[src/rtl/bsp_pkg.sv]
package bsp_pkg;
    localparam int DIV_W = 4;

    typedef struct packed {
        logic [DIV_W-1:0] half_div;
        logic             burst;
        logic             short_word;
        logic             rx_run;
        logic             tx_run;
    } port_ctrl_t;

    localparam int CTRL_TX_BIT    = 0;
    localparam int CTRL_RX_BIT    = 1;
    localparam int CTRL_SHORT_BIT = 2;
    localparam int CTRL_BURST_BIT = 3;
    localparam int CTRL_DIV_LSB   = 8;
endpackage

[src/rtl/bsp_clkgen.sv]
module bsp_clkgen #(
    parameter int DIV_W = 4
) (
    input  logic             clk,
    input  logic             rst_n,
    input  logic             run,
    input  logic [DIV_W-1:0] half_div,
    output logic             sclk,
    output logic             rise_tick,
    output logic             fall_tick
);
    typedef struct packed {
        logic [DIV_W-1:0] cnt;
        logic             sclk;
    } clk_st_t;

    clk_st_t st_d, st_q;
    logic    wrap;

    always_comb begin
        st_d = st_q;
        wrap = (st_q.cnt == half_div);
        if (!run) begin
            st_d.cnt  = '0;
            st_d.sclk = 1'b0;
        end else if (wrap) begin
            st_d.cnt  = '0;
            st_d.sclk = ~st_q.sclk;
        end else begin
            st_d.cnt = st_q.cnt + 1'b1;
        end
    end

    always_ff @(posedge clk or negedge rst_n) begin
        if (!rst_n) st_q <= '0;
        else        st_q <= st_d;
    end

    assign sclk      = st_q.sclk;
    assign rise_tick = run && wrap && !st_q.sclk;
    assign fall_tick = run && wrap &&  st_q.sclk;


    clk_halt_chk: assert property (@(posedge clk) disable iff (!rst_n)
        !run |=> !sclk);
endmodule

[src/rtl/bsp_tx.sv]
module bsp_tx #(
    parameter int WORD_W  = 16,
    parameter int SHORT_W = 8
) (
    input  logic              clk,
    input  logic              rst_n,
    input  logic              run,
    input  logic              burst,
    input  logic              short_word,
    input  logic              rise_tick,
    input  logic              wr_en,
    input  logic [WORD_W-1:0] wr_data,
    output logic              sdo,
    output logic              sdo_oe,
    output logic              fsync,
    output logic              tx_irq,
    output logic              busy,
    output logic              last_bit,
    output logic              frame_short
);
    localparam int CW = $clog2(WORD_W + 1);

    typedef struct packed {
        logic [WORD_W-1:0] hold;
        logic              hold_full;
        logic [1:0]        age;
        logic [WORD_W-1:0] shift;
        logic              short_q;
        logic              start;
        logic              busy;
        logic [CW-1:0]     bits;
        logic              fs;
        logic              sdo;
        logic              oe;
        logic              irq;
    } tx_st_t;

    tx_st_t        st_d, st_q;
    logic [CW-1:0] len_q;
    logic          free_slot;
    logic          copy_idle;
    logic          copy_b2b;

    assign len_q = st_q.short_q ? CW'(SHORT_W) : CW'(WORD_W);

    always_comb begin
        st_d      = st_q;
        st_d.irq  = 1'b0;
        free_slot = !st_q.start && (!st_q.busy || st_q.bits == len_q);
        copy_idle = free_slot && st_q.hold_full && (st_q.age != 2'd0);
        copy_b2b  = st_q.busy && !st_q.start && st_q.hold_full &&
                    (st_q.bits == CW'(len_q - 1'b1));
        if (!run) begin
            st_d.start = 1'b0;
            st_d.busy  = 1'b0;
            st_d.bits  = '0;
            st_d.fs    = 1'b0;
            st_d.oe    = 1'b0;
        end else if (rise_tick) begin
            if (st_q.start) begin
                st_d.sdo   = st_q.shift[WORD_W-1];
                st_d.shift = st_q.shift << 1;
                st_d.bits  = CW'(1);
                st_d.busy  = 1'b1;
                st_d.oe    = 1'b1;
            end else if (st_q.busy && st_q.bits != len_q) begin
                st_d.sdo   = st_q.shift[WORD_W-1];
                st_d.shift = st_q.shift << 1;
                st_d.bits  = st_q.bits + 1'b1;
            end else if (st_q.busy) begin
                st_d.busy = 1'b0;
                st_d.oe   = 1'b0;
                st_d.bits = '0;
            end
            st_d.fs    = 1'b0;
            st_d.start = 1'b0;
            if (copy_idle || copy_b2b) begin
                st_d.shift     = short_word ?
                    {st_q.hold[SHORT_W-1:0], {(WORD_W-SHORT_W){1'b0}}} : st_q.hold;
                st_d.short_q   = short_word;
                st_d.start     = 1'b1;
                st_d.fs        = burst || copy_idle;
                st_d.irq       = 1'b1;
                st_d.hold_full = 1'b0;
            end else if (st_q.hold_full && st_q.age != 2'd2) begin
                st_d.age = st_q.age + 1'b1;
            end
        end
        if (wr_en) begin
            st_d.hold      = wr_data;
            st_d.hold_full = 1'b1;
            st_d.age       = 2'd0;
        end
    end

    always_ff @(posedge clk or negedge rst_n) begin
        if (!rst_n) st_q <= '0;
        else        st_q <= st_d;
    end

    assign sdo         = st_q.sdo;
    assign sdo_oe      = st_q.oe;
    assign fsync       = st_q.fs;
    assign tx_irq      = st_q.irq;
    assign busy        = st_q.busy;
    assign last_bit    = st_q.busy && (st_q.bits == len_q);
    assign frame_short = st_q.short_q;


    oe_after_sync_chk: assert property (@(posedge clk) disable iff (!rst_n)
        $rose(sdo_oe) |-> $fell(fsync));

    sdo_on_rise_chk: assert property (@(posedge clk) disable iff (!rst_n)
        !$stable(sdo) |-> $past(rise_tick));
endmodule

[src/rtl/bsp_rx.sv]
module bsp_rx #(
    parameter int WORD_W  = 16,
    parameter int SHORT_W = 8
) (
    input  logic              clk,
    input  logic              rst_n,
    input  logic              run,
    input  logic              fall_tick,
    input  logic              active,
    input  logic              last_bit,
    input  logic              frame_short,
    input  logic              sdi,
    output logic [WORD_W-1:0] rx_word,
    output logic              rx_irq
);
    typedef struct packed {
        logic [WORD_W-1:0] acc;
        logic [WORD_W-1:0] word;
        logic              irq;
    } rx_st_t;

    rx_st_t            st_d, st_q;
    logic [WORD_W-1:0] acc_next;

    always_comb begin
        st_d     = st_q;
        st_d.irq = 1'b0;
        acc_next = {st_q.acc[WORD_W-2:0], sdi};
        if (run && active && fall_tick) begin
            st_d.acc = acc_next;
            if (last_bit) begin
                st_d.word = frame_short ?
                    {{(WORD_W-SHORT_W){1'b0}}, acc_next[SHORT_W-1:0]} : acc_next;
                st_d.irq  = 1'b1;
            end
        end
    end

    always_ff @(posedge clk or negedge rst_n) begin
        if (!rst_n) st_q <= '0;
        else        st_q <= st_d;
    end

    assign rx_word = st_q.word;
    assign rx_irq  = st_q.irq;


    rx_quiet_chk: assert property (@(posedge clk) disable iff (!rst_n)
        !run |=> $stable(rx_word));
endmodule

[src/rtl/burst_serial_port.sv]
module burst_serial_port #(
    parameter int WORD_W  = 16,
    parameter int SHORT_W = 8
) (
    input  logic              clk,
    input  logic              rst_n,
    input  logic              wr_en,
    input  logic              wr_sel,
    input  logic [WORD_W-1:0] wr_data,
    output logic [WORD_W-1:0] rx_word,
    output logic              tx_irq,
    output logic              rx_irq,
    output logic              sclk,
    output logic              fsync,
    output logic              sdo,
    output logic              sdo_oe,
    input  logic              sdi
);
    import bsp_pkg::*;

    port_ctrl_t ctrl_d, ctrl_q;
    logic       rise_tick, fall_tick;
    logic       busy, last_bit, frame_short;

    always_comb begin
        ctrl_d = ctrl_q;
        if (wr_en && wr_sel) begin
            ctrl_d.tx_run     = wr_data[CTRL_TX_BIT];
            ctrl_d.rx_run     = wr_data[CTRL_RX_BIT];
            ctrl_d.short_word = wr_data[CTRL_SHORT_BIT];
            ctrl_d.burst      = wr_data[CTRL_BURST_BIT];
            ctrl_d.half_div   = wr_data[CTRL_DIV_LSB +: DIV_W];
        end
    end

    always_ff @(posedge clk or negedge rst_n) begin
        if (!rst_n) ctrl_q <= '0;
        else        ctrl_q <= ctrl_d;
    end

    bsp_clkgen #(.DIV_W(DIV_W)) u_clk (
        .clk(clk), .rst_n(rst_n), .run(ctrl_q.tx_run), .half_div(ctrl_q.half_div),
        .sclk(sclk), .rise_tick(rise_tick), .fall_tick(fall_tick)
    );

    bsp_tx #(.WORD_W(WORD_W), .SHORT_W(SHORT_W)) u_tx (
        .clk(clk), .rst_n(rst_n), .run(ctrl_q.tx_run), .burst(ctrl_q.burst),
        .short_word(ctrl_q.short_word), .rise_tick(rise_tick),
        .wr_en(wr_en && !wr_sel), .wr_data(wr_data),
        .sdo(sdo), .sdo_oe(sdo_oe), .fsync(fsync), .tx_irq(tx_irq),
        .busy(busy), .last_bit(last_bit), .frame_short(frame_short)
    );

    bsp_rx #(.WORD_W(WORD_W), .SHORT_W(SHORT_W)) u_rx (
        .clk(clk), .rst_n(rst_n), .run(ctrl_q.tx_run && ctrl_q.rx_run),
        .fall_tick(fall_tick), .active(busy), .last_bit(last_bit),
        .frame_short(frame_short), .sdi(sdi),
        .rx_word(rx_word), .rx_irq(rx_irq)
    );


    sync_on_rise_chk: assert property (@(posedge clk) disable iff (!rst_n)
        $rose(fsync) |-> $rose(sclk));

    rx_on_fall_chk: assert property (@(posedge clk) disable iff (!rst_n)
        rx_irq |-> $fell(sclk));

    rx_within_frame_chk: assert property (@(posedge clk) disable iff (!rst_n)
        rx_irq |-> sdo_oe);

    halt_outputs_chk: assert property (@(posedge clk) disable iff (!rst_n)
        !ctrl_q.tx_run |=> (!sdo_oe && !fsync && !sclk));
endmodule

[config.mk]
export PLATFORM = sky130hd
export DESIGN_NAME = burst_serial_port
export DESIGN_NICKNAME = d
export VERILOG_FILES = /design/src/rtl/bsp_pkg.sv /design/src/rtl/bsp_clkgen.sv /design/src/rtl/bsp_tx.sv /design/src/rtl/bsp_rx.sv /design/src/rtl/burst_serial_port.sv
export SDC_FILE = /design/constraint.sdc
export NUM_CORES = 1
export LEC_CHECK = 0
export ABC_AREA = 1
export CORE_AREA = 2 2 108 110
export CTS_BUF_LIST = sky130_fd_sc_hd__clkbuf_8 sky130_fd_sc_hd__clkbuf_16
export CTS_CLUSTER_SIZE = 20
export DETAILED_ROUTE_END_ITERATION = 10
export DIE_AREA = 0 0 110 112
export PLACE_DENSITY = 0.6
export SYNTH_ARGS = -nofsm -noshare
export SYNTH_HDL_FRONTEND = slang
export SYNTH_SLANG_ARGS = --single-unit
[constraint.sdc]
create_clock -name clk -period 1.5 [get_ports clk]
set_input_delay 0.3 -clock clk [delete_from_list [all_inputs] [get_ports clk]]
set_output_delay 0.3 -clock clk [all_outputs]
set_load 0.02 [all_outputs]
# Word level (Yosys, flattened, before mapping)
# Cells that the tools add are included.
[classes] n_eq_ne=11 add_sub_neg=4 n_reduce_logical=40 mux=30 bitwise_logic=1
[ops] operator="$mux W16" n=4
[ops] operator="$mux W31" n=1
[ops] operator="$mux W20" n=1
[ops] operator="$mux W5" n=4
[ops] operator="$mux W18" n=1
[ops] operator="$logic_and A1 B1 Y1" n=17
[ops] operator="$reduce_and A3 Y1" n=5
[ops] operator="$mux W1" n=12
[ops] operator="$reduce_bool A2 Y1" n=6
[ops] operator="$eq A5 B5 Y1" n=2
[ops] operator="$mux W8" n=1
[ops] operator="$mux W2" n=3
[ops] operator="$mux W6" n=1
[ops] operator="$ne A2 B1 Y1 const B" n=3
[ops] operator="$reduce_and A2 Y1" n=3
[ops] operator="$add A5 B1 Y5 const B" n=1
[ops] operator="$ne A5 B5 Y1" n=1
[ops] operator="$sub A5 B1 Y5 const B" n=1
[ops] operator="$add A4 B1 Y4 const B" n=1
[ops] operator="$eq A4 B4 Y1" n=1
[ops] operator="$logic_not A1 Y1" n=4
[ops] operator="$mux W4" n=1
[ops] operator="$ne A4 B1 Y1 const B" n=1
[ops] operator="$reduce_and A4 Y1" n=1
[ops] operator="8 further kinds" n=10
[word_totals] output_inout_bits=22 ff_bits=92 word_cells=108

# Logic depth before layout (Yosys ltp)
[logic_depth] ltp_word=11 depth_mapped=13 depth_no_buf=12

# Hierarchy
# From an unflattened synthesis, not the netlist that was laid out.
[unflattened] cells_unflattened=536 hier_area_um2=4369.2
[modules_own_cells] module="bsp_tx" area_each_um2=2394.8 cells_each=314 instances=1 seq_area_each_um2=1176.1
[modules_own_cells] module="bsp_rx" area_each_um2=1306.3 cells_each=138 instances=1 seq_area_each_um2=800.8
[modules_own_cells] module="burst_serial_port" area_each_um2=357.8 cells_each=39 instances=1 seq_area_each_um2=200.2
[modules_own_cells] module="bsp_clkgen" area_each_um2=310.3 cells_each=45 instances=1 seq_area_each_um2=125.1

# Worst setup path after synthesis
# OpenSTA, ideal clock, no wires.
[synth_path] path_type="register to register" start="reg u_tx.st_q[4] in the netlist's numbering" end="reg u_tx.st_q[25] in the netlist's numbering" path_stages_with_launch=14 path_slack_ps=-82 setup_ps=65 required_time_ps=1435 t_arrival_ps=1517 synth_period_minus_slack_ps=1582 cell_sequence="dfrtp_1 inv_1 ha_1 nand2_1 nor2_1 nand2_2 nand2_2 nand2_2 nand2_4 nand2_4 nand2_4 buf_8 nand2_1 nand2_1"
[synth_between] elab_chain_len=8 elab_cells_between_ends=13
[synth_lines] element="start, declared" line_no="bsp_tx.sv:38" source="tx_st_t st_d, st_q;"
[synth_lines] element="start signal, assigned" line_no="bsp_tx.sv:98" source="else st_q <= st_d;"
[synth_lines] element="$eq A5 B5 Y1" line_no="bsp_tx.sv:49" source="free_slot = !st_q.start && (!st_q.busy || st_q.bits == len_q);"
[synth_lines] element="$logic_or A1 B1 Y1" line_no="bsp_tx.sv:49"
[synth_lines] element="$logic_and A1 B1 Y1" line_no="bsp_tx.sv:49"
[synth_lines] element="$logic_and A1 B1 Y1 (2 in a row)" line_no="bsp_tx.sv:50" source="copy_idle = free_slot && st_q.hold_full && (st_q.age != 2'd0);"
[synth_lines] element="$logic_or A1 B1 Y1" line_no="bsp_tx.sv:77" source="if (copy_idle || copy_b2b) begin"
[synth_lines] element="$reduce_bool A3 Y1 (no source line)"
[synth_lines] element="$reduce_and A3 Y1 (no source line)"
# Several ways; a longest one is shown, not always the timed one.
# A chain may end at the register's enable or synchronous reset.

# Worst setup path in the final report
[layout_path] start="reg u_tx.st_q[5] in the netlist's numbering" end="reg u_rx.st_q (netlist bit u_rx.rx_word[5])"
[layout_between] elab_chain_len=3
[layout_lines] element="$eq A5 B5 Y1" line_no="bsp_tx.sv:106" source="assign last_bit = st_q.busy && (st_q.bits == len_q);"
[layout_lines] element="$logic_and A1 B1 Y1" line_no="bsp_tx.sv:106"
[layout_lines] element="$reduce_and A2 Y1 (no source line)"
[layout_lines] element="end signal, assigned" line_no="bsp_rx.sv:41" source="else st_q <= st_d;"
[layout_lines] element="end, declared" line_no="bsp_rx.sv:22" source="rx_st_t st_d, st_q;"
# No other way between the ends.

==> metrics.cfg <==
[placed_design]
placedCellCount=722
dp_hpwl_microns=6250
pre_cts_ws_ns=-0.170
port_buffers=42
gp_congestion=0.808
dpl_cell_area_sq_um=5220

[die]
die-area_sq_um=12300
num_rows=39
die_x_microns=110
start_util_pct=38.4
core_area_sq_um=11200
ios=43
die_y_microns=112

[clocking]
cts_root_buffer=clkbuf_16
htreeDepth=3
clkSinkCount=92
path_clk_slew_ns=0.07
cts_made_buffers=9
cts_tree=built
clk_path_buf_depth=2
clk_latency_ns=0.34

[logic_synthesis]
synth_edf_count=0
async_flop_share_pct=100
ys_seq_area_share_pct=53.7
synth_top_area_share_pct=53.7
synth_area_sq_um=4290
synth_cells=508
syn_nets=534
ys_types=31
ys_top_cells_by_area=dfrtp_1 (54%), nand2_1 (19%), o21ai_0 (5.1%)
avgSynthCellArea_sq_um=8.44
ys_ff_latch=92
synth_top_area_cell=dfrtp_1
yosysWarnings=0
synth_flop_cell=dfrtp_1

[sta]
fin_tns_setup_ns=-7.11
fin_crit_sh_pct=117
relSlewSlack_pct=64.2
fmax_mhz=568
holdWs_ns=0.482
layout_min_cycle_time_ns=1.76
layout_setup_ws_ns=-0.262
skew_ns=0.00702
rsz0062_at_grt=true
final-setup-viol-count=61
worstMarginPinSlew_ns=0.534
slew_viol_final=0
hold_viol=0

[finish]
nets=645
postLayoutCellArea_sq_um=6270
antennaDiodeCount=0
final_cell_mix=nand2_1 (160), dfrtp_1 (92), nand2_2 (48)
instances_no_fill=767
drive_gt1_share_pct=33.3
final_common_cell=nand2_1
syn_to_final_growth_pct=46.3

[pwr]
p_leak_nw=3.17
peakVddDrop_mv=0.548
p_per_area_nw_per_um2=936

[drt]
routed_wl_microns=10700
drcViolationCount=0
vias=3728
dr.pass1.iters=4
ant_nets=0
wire_per_inst_microns=13.9
first_iter_violations=174
viasPerCell=4.86

[global_routing]
grt_pass1_vias=3677
gr-total-overflow=0
grt_pass1_wl_microns=16900
grt_usage_pct=17.4
grt_antenna_before_repair=0
grt_max_degree=93

[worst_setup_path]
startpoint_type=flip-flop
critical_path_required_ns=1.71
path_class=reg2reg
r2r_slack_ns=-0.26
critPathMaxFanout=6
arrival_ns=1.97
critPathCaptureType=flip-flop

[run]
maxCapViolCount=0

[run_status]
status=finished, violations left
violations=setup timing

[hold_path]
hp-class=reg2reg

-- final cells by class --
class / count / area [sq um]
clock buffers: 9 / 225
inverters: 49 / 198
multi-input cells: 357 / 2170
flip-flops and latches: 92 / 2300
well taps: 143 / 179
fillers: 958 / 4900
clock inverters: 7 / 98.8
repair buffers: 110 / 1100
-- report_power, final --
group / internal, mW / switching, mW
clock: 1.48 / 1.01
sequential: 2.58 / 0.0835
combinational: 0.318 / 0.401
-- synthesized netlist by cell type, drive strengths merged, types with 4 or more instances --
master and count:
inv 48, clkbuf 5, nor2 22, ha 5, nand4 6, xor2 4, mux2 8, nand3 26
nand2 227, o21ai 47, buf 10, a21oi 4, dfrtp 92
-- critical path, stage by stage, from the launching register on --
cell,delay (ns)
dfrtp_1,0.41
inv_1,0.08
ha_2,0.16
nand2_1,0.05
nor2_1,0.11
nand2_2,0.10
buf_4,0.15
clkinvlp_4,0.10
buf_6,0.13
nand3_4,0.13
nand2_2,0.10
o21ai_0,0.11
-- sequential cells by signal, summed over array words and instances (netlist names), 4 cells and up --
signal and flops:
ctrl_q 8, u_clk.st_q 4, u_rx.acc_next 15, u_rx.rx_word 16
u_tx.st_q 41
-- per-layer routing --
metal	vias to the layer above	global-route usage (%)	share of wire, %
li1	1824	-	-
met1	1812	21.0	41
met2	75	30.2	54
met3	17	3.98	3.5
met4	0	5.91	1.5
met5	-	0	0
-- worst paths after layout --
| kind | start | end | cells after the start |
|---|---|---|---|
| max | u_tx.st_q[5] | u_rx.rx_word[5] | 11 |
| min | u_tx.st_q[25] | u_tx.st_q[25] | 2 |
| max reg2reg | u_tx.st_q[5] | u_rx.rx_word[5] | 11 |
| min reg2reg | u_tx.st_q[25] | u_tx.st_q[25] | 2 |
| max in group asynchronous | rst_n | u_rx.acc_next[4] | 3 |
| min in group asynchronous | rst_n | u_rx.rx_word[8] | 3 |
-- through the flow --
stage	power (mW)	util (%)
after floorplan	3.02	-
after global placement	3.30	46.7
after detailed placement	3.31	46.7
after CTS	5.88	51.8
after global routing	6.14	56.1
final	5.87	56.1
-- logic make-up after synthesis --
logic type | Yosys count | synth area share (%)
xor gates and xnor gates | 5 | 1.02
and+or+nand+nor | 282 | 28.4
AOI/OAI and AO/OA | 52 | 6.48
muxes | 8 | 2.10
buffers and inverters | 64 | 6.83
DFF | 92 | 53.7
adders and majority gates | 5 | 1.46
-- repair_timing --
action,CTS,global route
pin swaps,13,48
gates cloned,4,5
resized for setup,73,101
hold buffers,0,1
endpoints found under the hold margin,0,2
setup endpoints to repair,70,62
buffers inserted,13,6
No activity file was read; power rests on OpenSTA's default activity.
